===== src/rtl/sc_alias_pkg.sv =====
package sc_alias_pkg;
  localparam int DATA_W = 32;
  localparam int NCTL   = 6;

  // control slots: 0,1 strap; 2,3 reset control; 4,5 clock stop
  function automatic int ctl_prim_idx(input int k);
    case (k)
      0: return 4;
      1: return 6;
      2: return 16;
      3: return 20;
      4: return 32;
      5: return 36;
      default: return 0;
    endcase
  endfunction

  function automatic bit ctl_is_set(input int k);
    return (k >= 2);
  endfunction
endpackage


===== src/rtl/sc_decode.sv =====
module sc_decode #(
  parameter int ADDR_W   = 8,
  parameter int NUM_REGS = 48,
  localparam int IDX_W   = ADDR_W - 2,
  localparam int NCTL    = sc_alias_pkg::NCTL
) (
  input  logic [ADDR_W-1:0] addr,
  output logic [IDX_W-1:0]  idx,
  output logic              in_range,
  output logic [NCTL-1:0]   prim_hit,
  output logic [NCTL-1:0]   clr_hit
);
  logic [1:0] unused_lsb;
  assign unused_lsb = addr[1:0];
  assign idx        = addr[ADDR_W-1:2];
  assign in_range   = (int'(idx) < NUM_REGS);

  for (genvar k = 0; k < NCTL; k++) begin : g_slot
    localparam int PI = sc_alias_pkg::ctl_prim_idx(k);
    assign prim_hit[k] = in_range && (idx == IDX_W'(PI));
    assign clr_hit[k]  = in_range && (idx == IDX_W'(PI + 1));
  end
endmodule


===== src/rtl/sc_ctl_word.sv =====
module sc_ctl_word #(
  parameter int                DATA_W    = 32,
  parameter bit                SET_TYPE  = 1'b1,
  parameter logic [DATA_W-1:0] RESET_VAL = '0
) (
  input  logic              clk,
  input  logic              rst,
  input  logic              wr_en,
  input  logic              prim_hit,
  input  logic              clr_hit,
  input  logic [DATA_W-1:0] wdata,
  output logic [DATA_W-1:0] q
);
  always_ff @(posedge clk) begin
    if (rst)                    q <= RESET_VAL;
    else if (wr_en && clr_hit)  q <= q & ~wdata;
    else if (wr_en && prim_hit) q <= SET_TYPE ? (q | wdata) : wdata;
  end

  // a set write leaves every data one-bit set
  a_r2_set_keeps_ones: assert property (@(posedge clk) disable iff (rst)
    (SET_TYPE && wr_en && prim_hit) |=> ((q & $past(wdata)) == $past(wdata)));
  // a clear write leaves every data one-bit cleared
  a_r3_clear_drops_ones: assert property (@(posedge clk) disable iff (rst)
    (wr_en && clr_hit) |=> ((q & $past(wdata)) == '0));
  // a strap primary write overwrites
  a_r5_strap_overwrite: assert property (@(posedge clk) disable iff (rst)
    (!SET_TYPE && wr_en && prim_hit && !clr_hit) |=> (q == $past(wdata)));
  // no hit, no change
  a_r11_hold_without_hit: assert property (@(posedge clk) disable iff (rst)
    !(wr_en && (prim_hit || clr_hit)) |=> $stable(q));
endmodule


===== src/rtl/sc_plain_store.sv =====
module sc_plain_store #(
  parameter int                DATA_W    = 32,
  parameter int                NUM_REGS  = 48,
  parameter int                IDX_W     = 6,
  parameter logic [DATA_W-1:0] RESET_VAL = '0
) (
  input  logic              clk,
  input  logic              rst,
  input  logic              we,
  input  logic [IDX_W-1:0]  idx,
  input  logic              in_range,
  input  logic [DATA_W-1:0] wdata,
  output logic [DATA_W-1:0] rdata
);
  logic [DATA_W-1:0] mem [NUM_REGS];

  always_ff @(posedge clk) begin
    if (rst) begin
      for (int i = 0; i < NUM_REGS; i++) mem[i] <= RESET_VAL;
    end else if (we && in_range) begin
      mem[idx] <= wdata;
    end
  end

  assign rdata = in_range ? mem[idx] : '0;

  // written word reads back next cycle at the same index
  a_r6_store_readback: assert property (@(posedge clk) disable iff (rst)
    (we && in_range) ##1 (idx == $past(idx)) |-> (rdata == $past(wdata)));
endmodule


===== src/rtl/sc_alias_regbank.sv =====
module sc_alias_regbank #(
  parameter int ADDR_W   = 8,
  parameter int BUS_W    = 64,
  parameter int NUM_REGS = 48,
  parameter logic [sc_alias_pkg::NCTL-1:0][31:0] CTL_RESET = {
    32'h0000_FFFF, 32'hFFFF_0000, 32'h0000_0000,
    32'h0000_00F0, 32'h8000_0001, 32'h1234_5678},
  parameter logic [31:0] PLAIN_RESET = 32'h0
) (
  input  logic              clk,
  input  logic              rst,
  input  logic [ADDR_W-1:0] addr,
  input  logic              wr_en,
  input  logic [BUS_W-1:0]  wr_data,
  input  logic              rd_en,
  output logic [31:0]       rd_data,
  output logic              err,
  output logic [31:0]       strap0_q,
  output logic [31:0]       strap1_q,
  output logic [31:0]       rstc0_q,
  output logic [31:0]       rstc1_q,
  output logic [31:0]       clkstop0_q,
  output logic [31:0]       clkstop1_q
);
  localparam int DATA_W = sc_alias_pkg::DATA_W;
  localparam int NCTL   = sc_alias_pkg::NCTL;
  localparam int IDX_W  = ADDR_W - 2;

  logic [DATA_W-1:0] wdata;
  assign wdata = wr_data[DATA_W-1:0];
  if (BUS_W > DATA_W) begin : g_wide
    logic unused_hi;
    assign unused_hi = ^wr_data[BUS_W-1:DATA_W];
  end

  logic [IDX_W-1:0] idx;
  logic             in_range;
  logic [NCTL-1:0]  prim_hit, clr_hit;

  sc_decode #(.ADDR_W(ADDR_W), .NUM_REGS(NUM_REGS)) u_dec (
    .addr(addr), .idx(idx), .in_range(in_range),
    .prim_hit(prim_hit), .clr_hit(clr_hit));

  logic [DATA_W-1:0] ctl_q [NCTL];
  for (genvar k = 0; k < NCTL; k++) begin : g_ctl
    sc_ctl_word #(
      .DATA_W(DATA_W),
      .SET_TYPE(sc_alias_pkg::ctl_is_set(k)),
      .RESET_VAL(CTL_RESET[k])
    ) u_word (
      .clk(clk), .rst(rst), .wr_en(wr_en),
      .prim_hit(prim_hit[k]), .clr_hit(clr_hit[k]),
      .wdata(wdata), .q(ctl_q[k]));
  end

  logic              plain_we;
  logic [DATA_W-1:0] plain_rdata;
  assign plain_we = wr_en && in_range && !(|prim_hit) && !(|clr_hit);

  sc_plain_store #(.DATA_W(DATA_W), .NUM_REGS(NUM_REGS), .IDX_W(IDX_W),
                   .RESET_VAL(PLAIN_RESET)) u_store (
    .clk(clk), .rst(rst), .we(plain_we), .idx(idx), .in_range(in_range),
    .wdata(wdata), .rdata(plain_rdata));

  logic [DATA_W-1:0] rd_next;
  always_comb begin
    rd_next = plain_rdata;
    if (!in_range || (|clr_hit)) rd_next = '0;
    else if (|prim_hit) begin
      rd_next = '0;
      for (int k = 0; k < NCTL; k++)
        if (prim_hit[k]) rd_next = rd_next | ctl_q[k];
    end
  end

  always_ff @(posedge clk) begin
    if (rst) begin
      rd_data <= '0;
      err     <= 1'b0;
    end else begin
      if (rd_en) rd_data <= rd_next;
      err <= (wr_en || rd_en) && !in_range;
    end
  end

  assign strap0_q   = ctl_q[0];
  assign strap1_q   = ctl_q[1];
  assign rstc0_q    = ctl_q[2];
  assign rstc1_q    = ctl_q[3];
  assign clkstop0_q = ctl_q[4];
  assign clkstop1_q = ctl_q[5];

  // err only follows an out-of-range access
  a_r8_err_cause: assert property (@(posedge clk) disable iff (rst)
    err |-> ($past(wr_en || rd_en) && (int'($past(addr) >> 2) >= NUM_REGS)));
  // a read of a clear alias yields zero
  a_r4_alias_reads_zero: assert property (@(posedge clk) disable iff (rst)
    (rd_en && (|clr_hit)) |=> (rd_data == '0));
  // rd_data holds while no read
  a_r10_rd_hold: assert property (@(posedge clk) disable iff (rst)
    !rd_en |=> $stable(rd_data));
endmodule


===== config.mk =====
export PLATFORM = sky130hd
export DESIGN_NAME = sc_alias_regbank
export DESIGN_NICKNAME = d
export VERILOG_FILES = /design/src/rtl/sc_alias_pkg.sv /design/src/rtl/sc_decode.sv /design/src/rtl/sc_ctl_word.sv /design/src/rtl/sc_plain_store.sv /design/src/rtl/sc_alias_regbank.sv
export SDC_FILE = /design/constraint.sdc
export NUM_CORES = 2
export LEC_CHECK = 0
export BUFFER_PORTS_ARGS = -buffer_cell sky130_fd_sc_hd__buf_2
export CORE_MARGIN = 8
export CORE_UTILIZATION = 57
export CTS_CLUSTER_DIAMETER = 30
export DETAILED_ROUTE_END_ITERATION = 12
export GPL_TIMING_DRIVEN = 0
export PLACE_DENSITY = 0.74
export SLEW_MARGIN = 10
export SYNTH_ARGS = -nofsm -noshare
export SYNTH_HDL_FRONTEND = slang
export SYNTH_SLANG_ARGS = --single-unit

===== constraint.sdc =====
create_clock -name clk -period 3.75 [get_ports clk]
set_input_delay 0.375 -clock clk [delete_from_list [all_inputs] [get_ports clk]]
set_output_delay 0.375 -clock clk [all_outputs]
set_load 0.02 [all_outputs]

==> metrics.md <==
| Metric | Value |
|---|---|
| Status | `finished, violations left` |
| Failing checks | `capacitance limit, slew limit, setup timing` |
| Sequential fraction of design power | `0.394` |
| Post-synth cell types | `63` |
| First-pass GRT wire length | `403000 um` |
| Power density over cell area | `603 nW/um2` |
| Crit Path Class | `input port to register` |
| Worst Max-Slew Pin Slew | `1.50 ns` |
| Top-area cell type share of the netlist area | `0.590` |
| Maximum clock insertion buffer count | `4` |
| RSZ-0062 raised after global routing | `yes` |
| Die width | `386 um` |
| Drt wl/cell | `33.7 um` |
| Met2 wire len | `120000 um` |
| Via density | `6.56` |
| Primary FF master, synth | `edfxtp_1` |
| Mapped Cells | `5588` |
| DR top layer | `met5` |
| CP Launch Type | `input port` |
| Placed Instances | `8042` |
| IO buf count | `264` |
| Final RePlAce weighted congestion | `1.01` |
| DR WL met3 | `49900 um` |
| Largest net degree at the start of global routing | `33` |
| Cell Rows | `136` |
| H-tree depth | `5` |
| DRT iter0 DRCs | `10094` |
| Final Slew Violations | `16` |
| Worst-case clock skew | `0.0674 ns` |
| Gr usage total | `0.385` |
| Critical path peak fanout | `32` |
| Final setup fails | `528` |
| F_max | `251 MHz` |
| Top cells by area, synth | `edfxtp_1, and2_1, mux2_2` |
| Combinational Power Share | `0.064` |
| WL met1 | `102000 um` |
| Clock tree sinks | `1761` |
| Grt total ovfl | `0` |
| Sequential area share after synthesis | `0.648` |
| Final #Nets | `6725` |
| Die area | `149000 um2` |
| Tcrit/Tclk final | `1.06` |
| Int Pwr | `0.0443 W` |
| 1st-pass router iterations | `12` |
| Leak | `34.8 nW` |
| FF+latch count, synth | `1761` |
| Area grow syn2layout | `22.5%` |
| Mean Syn Cell Area | `14.0 um2` |
| Period minus WS final | `3.98 ns` |
| Clock-pin transition on the worst setup and hold timing paths | `0.04 ns` |
| CP arrival | `4.53 ns` |
| Post-synth EDFFs | `1536` |
| YS warnings | `0` |
| Crit end category | `register` |
| Vias | `57309` |
| Sw frac | `0.232` |
| VDD IR-drop max | `0.378 mV` |
| Clock share of power | `0.542` |
| Post-Layout Cell Count | `8741` |
| WHS | `0.135 ns` |
| DRC Markers | `0` |
| Core area | `137000 um2` |
| I/O pins | `301` |
| Mapped Area | `78100 um2` |
| Final Hold Vio Count | `0` |
| Hold WC Path Type | `input port to register` |
| Root Buffer | `clkbuf_16` |
| Antenna violations before repair | `45` |
| Post-DP HPWL | `203000 um` |
| Post-place setup slack | `-1.20 ns` |
| Slew headroom | `-0.00211` |
| Post-route ant nets | `0` |
| Req. time, crit path | `4.29 ns` |
| Vias in the first global route | `55302` |
| # fillers | `9027` |
| CTS tree | `built` |
| Fraction of layout instances using a drive strength above 1 | `0.245` |
| NetSw | `0.0134 W` |
| Largest area contributor in the netlist | `edfxtp_1` |
| Ys async rst share | `0` |
| Total Routed Length | `294000 um` |
| Die extent in y | `386 um` |
| Max-cap violations | `1` |
| Initial Utilization | `0.571` |
| Clk Latency, worst-skew pair | `0.95 ns` |
| Setup ws final | `-0.234 ns` |
| Num CTS Buffers | `362` |
-- cell usage in the layout (no fill, tap or decap), types with 30 or more instances in the layout --
| cell type | Yosys | routed |
|---|---|---|
| mux2_2 | 448 | 448 |
| bufinv_16 | 0 | 37 |
| a21oi_1 | 129 | 129 |
| o22ai_1 | 256 | 256 |
| clkbuf_16 | 0 | 371 |
| mux4_2 | 160 | 160 |
| clkinv_1 | 1 | 44 |
| a311o_1 | 32 | 32 |
| a21o_1 | 32 | 32 |
| o21ai_0 | 67 | 67 |
| a2111oi_0 | 30 | 30 |
| a211oi_1 | 64 | 64 |
| buf_2 | 111 | 375 |
| dfxtp_1 | 225 | 225 |
| clkinv_4 | 0 | 32 |
| nand2b_1 | 37 | 37 |
| dlygate4sd3_1 | 0 | 32 |
| nor2b_1 | 37 | 37 |
| a311oi_1 | 60 | 60 |
| edfxtp_1 | 1536 | 1536 |
| clkbuf_1 | 418 | 459 |
| buf_4 | 39 | 45 |
| clkinv_2 | 0 | 41 |
| conb_1 | 1 | 384 |
| nand2_1 | 109 | 109 |
| a222oi_1 | 31 | 31 |
| a221oi_1 | 32 | 32 |
| and2_1 | 1155 | 1155 |
| nor2_1 | 203 | 201 |
| and3_1 | 35 | 35 |
| nor3_1 | 53 | 52 |
| nor4_1 | 64 | 64 |
| a31o_2 | 32 | 32 |
| a21boi_0 | 32 | 32 |
| nand3_1 | 40 | 40 |
-- state kept, by name, summed over array words and instances (netlist names), named ones only --
register,count
err,1
g_ctl.u_word.q,64
rd_data,32
u_store.mem,1536
-- power by group through the flow --
stage | Combinational (W) | Clock, W | Sequential (W)
2_1_floorplan | 0.00197 | 0 | 0.0229
3_3_place_gp | 0.00339 | 0 | 0.0230
3_5_place_dp | 0.00346 | 0 | 0.0230
4_1_cts | 0.00352 | 0.0310 | 0.0227
5_1_grt | 0.00376 | 0.0320 | 0.0228
6_report | 0.00371 | 0.0312 | 0.0227
-- repair_timing --
action / in CTS / in global routing
hold endpoints to repair: 33 / 0
gates resized for setup: 12 / 17
endpoints found under the setup margin: 896 / 608
hold buffers: 32 / 0
pin swaps: 0 / 2
setup buffers: 0 / 5
-- through the flow --
step           utilization  total power [W]  instance area, um2  TNS [ns]
2_1_floorplan            -           0.0249               79600         0
3_3_place_gp         0.608           0.0264               83100  -1267.79
3_5_place_dp         0.610           0.0265               83400  -1294.40
4_1_cts              0.699           0.0573               95600         0
5_1_grt              0.699           0.0586               95700     -2.67
6_report             0.700           0.0577               95700    -28.48
-- worst paths after layout --
check | start | end | slack (ns) | cells after the start
max | addr[3] | u_store.mem[19][19] | -0.23 | 9
min | addr[5] | g_ctl[0].u_word.q[0] | 0.14 | 5
max reg2reg | u_store.mem[5][13] | rd_data[13] | 1.10 | 5
min reg2reg | g_ctl[0].u_word.q[30] | g_ctl[0].u_word.q[30] | 0.52 | 2
-- routing by layer --
metal	GRT usage	vias up
li1	-	22769
met1	0.495	28381
met2	0.530	5114
met3	0.173	1025
met4	0.239	20
met5	0.00727	-
-- Yosys cell counts, types with 2 or more instances --
master,n
o21ai_0,67
a311o_1,32
a2111oi_0,30
nor3_4,4
dfxtp_1,225
buf_2,111
mux4_2,160
nand3b_1,2
a222oi_1,31
or2_2,37
or2_1,4
nor4_1,64
o22ai_1,256
nor3_1,53
a21boi_0,32
o21bai_1,16
edfxtp_1,1536
nor2_1,203
nor3_2,4
and3_1,35
a211oi_1,64
a31oi_1,4
a21o_1,32
buf_4,39
nand2b_1,37
nand4b_1,4
a21oi_1,129
a221oi_1,32
and2_0,2
a31o_2,32
and2_1,1155
nand4_1,3
a311oi_1,60
buf_6,7
nand4bb_1,3
nand3_1,40
nand2_1,109
buf_1,9
nor2b_1,37
mux2_2,448
clkbuf_1,418
-- kinds of logic after synthesis --
kind of cell / synth area share
AO/OA/AOI/OAI: 0.0731
AND/OR/NAND/NOR: 0.135
other: 0.0000480
flip-flops: 0.648
XOR/XNOR: 0.000112
multiplexers: 0.111
buffers and inverters: 0.0325
-- layout make-up --
type	count	area, um2	share of cell area
Multi-Input combinational cell	3624	26400	0.276
Inverter	2	7.51	0.0000784
Tap cell	1794	2240	0.0235
Buffer	584	2560	0.0267
Clock inverter	199	2150	0.0225
Sequential cell	1761	50600	0.529
Clock buffer	442	9660	0.101
Timing Repair Buffer	314	1960	0.0205
Antenna cell	21	52.6	0.000549
-- critical path: stages --
cell     delay, ns
buf_2         0.15
buf_4         0.27
buf_2         0.52
buf_2         0.69
nand2_1       0.11
nor2_1        0.11
nand3_1       0.73
nor2_1        0.88
or2_4         0.61
Note: power is estimated with default switching activity, not from simulation.
